[src/rtl/slpwk_pkg.sv]
package slpwk_pkg;

    typedef enum logic [1:0] {
        MODE_NONE = 2'b00,
        MODE_IRQ  = 2'b01,
        MODE_EVT  = 2'b10
    } slp_mode_e;

    typedef struct packed {
        logic wfe;
        logic wfi;
        logic hret_soe;
    } entry_req_t;

    typedef struct packed {
        logic      slp;
        slp_mode_e mode;
        logic      latch;
        logic      wake;
    } core_state_t;

    localparam core_state_t CORE_RESET = '{slp: 1'b0, mode: MODE_NONE,
                                           latch: 1'b0, wake: 1'b0};

endpackage

[src/rtl/slpwk_pend.sv]
module slpwk_pend #(
    parameter int N_IRQ = 8
) (
    input  logic             clk,
    input  logic             rst,
    input  logic [N_IRQ-1:0] req,
    input  logic [N_IRQ-1:0] clr,
    output logic [N_IRQ-1:0] rise,
    output logic [N_IRQ-1:0] pend
);
    logic [N_IRQ-1:0] req_q;

    always_ff @(posedge clk) begin
        if (rst) req_q <= '0;
        else     req_q <= req;
    end

    for (genvar i = 0; i < N_IRQ; i++) begin : g_line
        assign rise[i] = req[i] & ~req_q[i];
        always_ff @(posedge clk) begin
            if (rst)          pend[i] <= 1'b0;
            else if (rise[i]) pend[i] <= 1'b1;   // set beats clear
            else if (clr[i])  pend[i] <= 1'b0;
        end
    end
endmodule

[src/rtl/slpwk_evsrc.sv]
module slpwk_evsrc #(
    parameter int N_IRQ = 8,
    parameter int N_EVL = 4
) (
    input  logic [N_IRQ-1:0] pend,
    input  logic [N_IRQ-1:0] rise,
    input  logic [N_IRQ-1:0] en,
    input  logic [N_EVL-1:0] evt_line,
    input  logic             pend_to_evt,
    output logic             irq_ready,
    output logic             evt_now
);
    logic from_irq;

    assign irq_ready = |(pend & en);
    assign from_irq  = pend_to_evt & (|(rise & ~en));
    assign evt_now   = (|evt_line) | from_irq;
endmodule

[src/rtl/slpwk_core.sv]
module slpwk_core
    import slpwk_pkg::*;
(
    input  logic        clk,
    input  logic        rst,
    input  entry_req_t  req,
    input  logic        irq_ready,
    input  logic        evt_now,
    output core_state_t st
);
    core_state_t nx;

    always_comb begin
        nx      = st;
        nx.wake = 1'b0;
        if (!st.slp) begin
            if (req.wfe) begin
                if (st.latch || evt_now) begin
                    nx.latch = 1'b0;                 // consume, stay running
                end else if (!irq_ready) begin
                    nx.slp  = 1'b1;
                    nx.mode = MODE_EVT;
                end
            end else begin
                if (req.wfi) begin
                    if (!irq_ready && !st.latch) begin
                        nx.slp  = 1'b1;
                        nx.mode = MODE_IRQ;
                    end
                end else if (req.hret_soe) begin
                    nx.slp  = 1'b1;
                    nx.mode = MODE_IRQ;
                end
                if (evt_now) nx.latch = 1'b1;
            end
        end else if (st.mode == MODE_IRQ) begin
            if (irq_ready) begin
                nx.slp  = 1'b0;
                nx.mode = MODE_NONE;
                nx.wake = 1'b1;
            end
            if (evt_now) nx.latch = 1'b1;
        end else begin
            if (evt_now) begin
                nx.slp  = 1'b0;
                nx.mode = MODE_NONE;
                nx.wake = 1'b1;
            end
        end
    end

    always_ff @(posedge clk) begin
        if (rst) st <= CORE_RESET;
        else     st <= nx;
    end
endmodule

[src/rtl/slpwk_ctrl.sv]
module slpwk_ctrl
    import slpwk_pkg::*;
#(
    parameter int N_IRQ = 8,
    parameter int N_EVL = 4
) (
    input  logic             clk,
    input  logic             rst,
    input  logic             wfi_req,
    input  logic             wfe_req,
    input  logic             hret_strobe,
    input  logic             sleep_on_exit,
    input  logic             pend_to_evt,
    input  logic [N_IRQ-1:0] irq_req,
    input  logic [N_IRQ-1:0] irq_en,
    input  logic [N_IRQ-1:0] irq_clr,
    input  logic [N_EVL-1:0] evt_line,
    output logic             sleeping,
    output logic             wake_pulse,
    output logic [1:0]       entry_mode,
    output logic [N_IRQ-1:0] irq_pending
);
    logic [N_IRQ-1:0] rise;
    logic             irq_ready;
    logic             evt_now;
    entry_req_t       req;
    core_state_t      st;

    assign req.wfe      = wfe_req;
    assign req.wfi      = wfi_req;
    assign req.hret_soe = hret_strobe & sleep_on_exit;

    slpwk_pend #(.N_IRQ(N_IRQ)) u_pend (
        .clk(clk), .rst(rst), .req(irq_req), .clr(irq_clr),
        .rise(rise), .pend(irq_pending)
    );

    slpwk_evsrc #(.N_IRQ(N_IRQ), .N_EVL(N_EVL)) u_evsrc (
        .pend(irq_pending), .rise(rise), .en(irq_en), .evt_line(evt_line),
        .pend_to_evt(pend_to_evt), .irq_ready(irq_ready), .evt_now(evt_now)
    );

    slpwk_core u_core (
        .clk(clk), .rst(rst), .req(req), .irq_ready(irq_ready),
        .evt_now(evt_now), .st(st)
    );

    assign sleeping   = st.slp;
    assign wake_pulse = st.wake;
    assign entry_mode = st.mode;
endmodule

[config.mk]
export PLATFORM = sky130hd
export DESIGN_NAME = slpwk_ctrl
export DESIGN_NICKNAME = d
export VERILOG_FILES = /design/src/rtl/slpwk_pkg.sv /design/src/rtl/slpwk_pend.sv /design/src/rtl/slpwk_evsrc.sv /design/src/rtl/slpwk_core.sv /design/src/rtl/slpwk_ctrl.sv
export SDC_FILE = /design/constraint.sdc
export NUM_CORES = 1
export LEC_CHECK = 0
export CORE_MARGIN = 2
export CORE_UTILIZATION = 25
export DETAILED_ROUTE_END_ITERATION = 8
export PLACE_DENSITY = 0.6
export SETUP_SLACK_MARGIN = 0.05
export SKIP_CTS_REPAIR_TIMING = 1
export SLEW_MARGIN = 25
export SYNTH_ARGS = -nofsm -noshare
export SYNTH_HDL_FRONTEND = slang
export SYNTH_SLANG_ARGS = --single-unit
[constraint.sdc]
create_clock -name clk -period 2.2 [get_ports clk]
set_clock_uncertainty 0.2 [all_clocks]
set_input_delay 0.44 -clock clk [delete_from_list [all_inputs] [get_ports clk]]
set_output_delay 0.44 -clock clk [all_outputs]
set_load 0.01 [all_outputs]
* Word level (Yosys, flattened, before mapping)
Index checks and enable logic that the tools add are counted.
Cells by class: equality and inequality tests 8, mux-type cells 32, bitwise operators 23, reduce and logical (&&, ||, !) cells 19
Operators with widths (count):
- $mux 3 | 8
- $mux 1 | 22
- $and 8x8->8 | 2
- $reduce_bool 2->1 | 8
- $reduce_or 8->1 | 2
- $and 1x1->1 | 10
- $ne 3x2->1 const B | 3
- $not 1->1 | 9
- $mux 4 | 2
- $not 8->8 | 1
- $reduce_and 6->1 | 1
- $ne 4x1->1 const B | 1
- $reduce_bool 4->1 | 1
- $reduce_or 4->1 | 1
- $ne 3x1->1 const B | 1
- $ne 3x3->1 const B | 1
- $eq 2x1->1 const B | 1
- $logic_not 1->1 | 2
- $ne 2x2->1 const B | 1
- $reduce_and 2->1 | 1
- $reduce_or 2->1 | 1
- $logic_and 1x1->1 | 1
- $logic_or 1x1->1 | 1
- $or 1x1->1 | 1
Word-level totals: register bits after elaboration 21, bits of input ports 35, output and inout bits 12, word-level logic and storage cells 95

* Depth between registers and ports, before layout
word-level depth 10, mapped depth 5, gate-level depth less buffers 5

* Hierarchy
Synthesis repeated with hierarchy kept, for this count alone.
Unflattened totals: cell total of the unflattened synthesis 98, area, all modules 957.2 µm²
Modules (own cells, without submodules):
- slpwk_pend | times used 1, cells an instance 49, area each 569.3 µm², sequential area each 320.3 µm²
- slpwk_core | times used 1, cells an instance 28, area each 271.5 µm², sequential area each 100.1 µm²
- slpwk_evsrc | times used 1, cells an instance 20, area each 110.1 µm², sequential area each 0.0 µm²
- slpwk_ctrl | times used 1, cells an instance 1, area each 6.3 µm², sequential area each 0.0 µm²

* Worst setup path before layout
OpenSTA, ideal clock, no wires.
path type input to register, start input evt_line[1], end register u_core.st[2] (netlist name), setup time 0.127 ns, data arrival time 1.464 ns, data required time 1.873 ns, setup slack 0.408 ns, cell stages on the path 4, path buffers 0, path through or4_4 -> nor4_4 -> a211o_1 -> a31oi_1
On the way: longest elaborated chain between the ends 5, elaborated cells between the ends (all ways) 6, those cells by class 2 x eq/ne; 1 x bitwise; 3 x reduce/logical
Ends and longest elaborated chain:
- from (decl) | line slpwk_ctrl.sv:17 | input logic [N_EVL-1:0] evt_line,
- $reduce_or 4->1 * | line slpwk_evsrc.sv:17 | assign evt_now = (|evt_line) | from_irq;
- $or 1x1->1 * | line slpwk_evsrc.sv:17
- $logic_or 1x1->1 | line slpwk_core.sv:18 | if (st.latch || evt_now) begin
- $ne 3x2->1 (no line)
- $reduce_and 6->1 (no line) *
Mark *: on every way between the ends. The rest lies on a longest branch, timed or not. A chain may end at the register's enable or synchronous reset.

* Worst setup path after layout
start input evt_line[1], end register u_core.st[4] (netlist name)
On the way: longest elaborated chain between the ends 6, elaborated cells between the ends (all ways) 8, those cells by class 5 x mux; 1 x bitwise; 2 x reduce/logical
Ends and longest elaborated chain:
- $reduce_or 4->1 * | line slpwk_evsrc.sv:17
- $or 1x1->1 * | line slpwk_evsrc.sv:17
- $logic_or 1x1->1 | line slpwk_core.sv:18
- $mux 3 | line slpwk_core.sv:18
- $mux 4 | line slpwk_core.sv:17 | if (req.wfe) begin
- $mux 4 * | line slpwk_core.sv:16 | if (!st.slp) begin
Mark *: on every way between the ends. The rest lies on a longest branch, timed or not. The select of a mux whose other input is x is not followed.

==> flow_metrics.tcl <==
set metrics [dict create \
    status "completed" \
    power_density_nw_per_um2 566.9 \
    crit_fanout 3 \
    path_cells "clkdlybuf4s50_1 -> or4_4 -> mux2i_1 -> o21ai_1 -> a211oi_2" \
    io_buffers 46 \
    arrival_ps 2080 \
    cp_top_family "simple AND/OR/NAND/NOR gates" \
    layout_min_cycle_time_ps 2099 \
    postRouteAntennaNets 0 \
    routed_wl_mm 2.550 \
    grt_pass1_vias 837 \
    drt_iter0_drc 16 \
    synth_nets 132 \
    cp_slowest_cell "or4_4" \
    final_common_cell "clkdlybuf4s50_1" \
    hold_class "reg2reg" \
    cts.sinks 21 \
    die_h_um 66.72 \
    post-route-period-util 0.9539 \
    ir_worst_vdd_mv 0.2011 \
    intPower_mw 0.6536 \
    crit_type "in2reg" \
    nNetsFinal 182 \
    p_comb_frac 0.231 \
    netlist_area_um2 983.4 \
    leakage_nw 0.5426 \
    place.detailed.instances 190 \
    drv_cap 0 \
    synthFlopType "dfxtp_1" \
    layout.cells.non_filler 194 \
    final_cell_mix "clkdlybuf4s50_1, dfxtp_1, nand2b_1, a21oi_1, nor2b_1" \
    fin_ws_ps 101.4 \
    swShare 0.2509 \
    gp_congestion 0.8632 \
    drive_gt1_frac 0.1233 \
    ios 47 \
    ys_types 30 \
    final_max_slew_viol_count 0 \
    core-area_um2 3716 \
    cts-root-buf "clkbuf_8" \
    vias 904 \
    dp_hpwl_mm 2.058 \
    die_w_um 66.72 \
    cts_tree "done" \
    post-place-ws_ps -122.7 \
    critPathCaptureType "flop" \
    avgSynthCellArea_um2 10.14 \
    synthArstFlopShare 0 \
    std_cell_rows 22 \
    r2r_start "u_pend.pend[2]" \
    rsz0062_at_grt "false" \
    setup_viol 0 \
    worst-path-buf-inv 1 \
    clk_pin_slew_worst_paths_ps 70 \
    first_pass_iters 4 \
    tightest_slew_ps 382.7 \
    yosys.area.top_type "dfxtp_1" \
    synthCells 97 \
    netlist.area_leader.share 0.4275 \
    crit_required_ps 2180 \
    syn_to_final_growth_pct 56.49 \
    power.switching_mw 0.2189 \
    pwr-share-clk 0.288 \
    cp-start-kind "primary input" \
    gr-total-overflow 0 \
    clockBufferDepth 2 \
    crit_start "evt_line[1]" \
    fmax_mhz 476.5 \
    antenna_found_initial 0 \
    htreeDepth 1 \
    grt_max_degree 12 \
    cts_made_buffers 3 \
    hold_viol 0 \
    slew-limit-headroom 0.7440 \
    grt_pass1_wl_mm 3.877 \
    power_frac_seq 0.482 \
    drc 0 \
    hold_path.startpoint "u_pend.pend[1]" \
    antenna_cells 0 \
    ys_seq_area_frac 0.4275 \
    start_util 0.2646 \
    synth_edf_count 0 \
    die_area_um2 4452 \
    synth.area.top_cells "dfxtp_1, nand2b_1, nor2b_1" \
    wire_per_inst_um 13.14 \
    track_usage 0.1192 \
    ys_ff_latch 21 \
    worstSkewPairLatency_ps 260 \
    vias_per_cell 4.660 \
    yosysWarnings 0 \
    slowest_delay_ps 570 \
]
worst register-to-register path: stages, from the launching register on:
cell and delay, ps:
dfxtp_1 330, a22oi_1 230, nand4_2 220, mux2i_1 280, o21ai_1 160, a211oi_2 230
cell type report:
class,count,area [um^2]
clock buffer,4,45.04
fill,369,2177
inverter,4,15.01
multi-input combinational,67,508.0
sequential,21,420.4
tap,48,60.06
timing repair buffer,50,490.5
routing by layer:
layer,track usage,share of wire
met5,0,0
met4,0.06888,0.016
met1,0.1504,0.45
met3,0.02703,0.069
met2,0.1850,0.46
state kept, by name, summed over array words and instances (netlist names):
signal	count
u_pend.req_q	8
u_pend.pend	8
u_core.st	5
cell usage after synthesis (all sizes together) (2+ instances only):
cell and count:
o2111ai 2, o22ai 5, a211o 2, inv 4, nand2b 17, nand3 2, a22oi 5, nand2 3
dfxtp 21, a21oi 9, buf 4, a31oi 2, nor2b 8, nor4 3
power groups by stage:
stage	Combinational, mW	Sequential (mW)	Clock (mW)
global placement	0.200	0.428	0
CTS	0.203	0.421	0.257
floorplan	0.0905	0.429	0
global route	0.217	0.424	0.277
detailed placement	0.202	0.429	0
finish	0.201	0.420	0.251
through the flow:
| stage | area [um^2] | hold slack [ps] | setup TNS, ps | utilization | power, mW |
|---|---|---|---|---|---|
| 3_5_place_dp | 1494 | 282.5 | -447.5 | 0.4020 | 0.6317 |
| 5_1_grt | 1539 | 321.4 | 0 | 0.4141 | 0.9178 |
| 4_1_cts | 1539 | 294.8 | 0 | 0.4141 | 0.8806 |
| 3_3_place_gp | 1494 | 277.8 | -290.0 | 0.4020 | 0.6286 |
| 6_report | 1539 | 290.5 | 0 | 0.4141 | 0.8725 |
| 2_1_floorplan | 983.4 | 274.5 | 0 | - | 0.5196 |
kinds of logic after synthesis:
| kind of cell | count (synthesis) | share of synthesized area |
|---|---|---|
| buffers and inverters | 9 | 0.05597 |
| and+or+nand+nor | 36 | 0.2532 |
| muxes | 1 | 0.01018 |
| DFF | 21 | 0.4275 |
| AOI/OAI and AO/OA | 30 | 0.2532 |
final timing paths:
check	end	slack [ps]	cells after the start
worst max-delay path	u_core.st[4]	100	5
worst min-delay path	u_pend.pend[1]	290	2
worst max register to register	u_core.st[4]	470	5
worst min register to register	u_pend.pend[1]	290	2
Power figures use the tool's default switching activity.
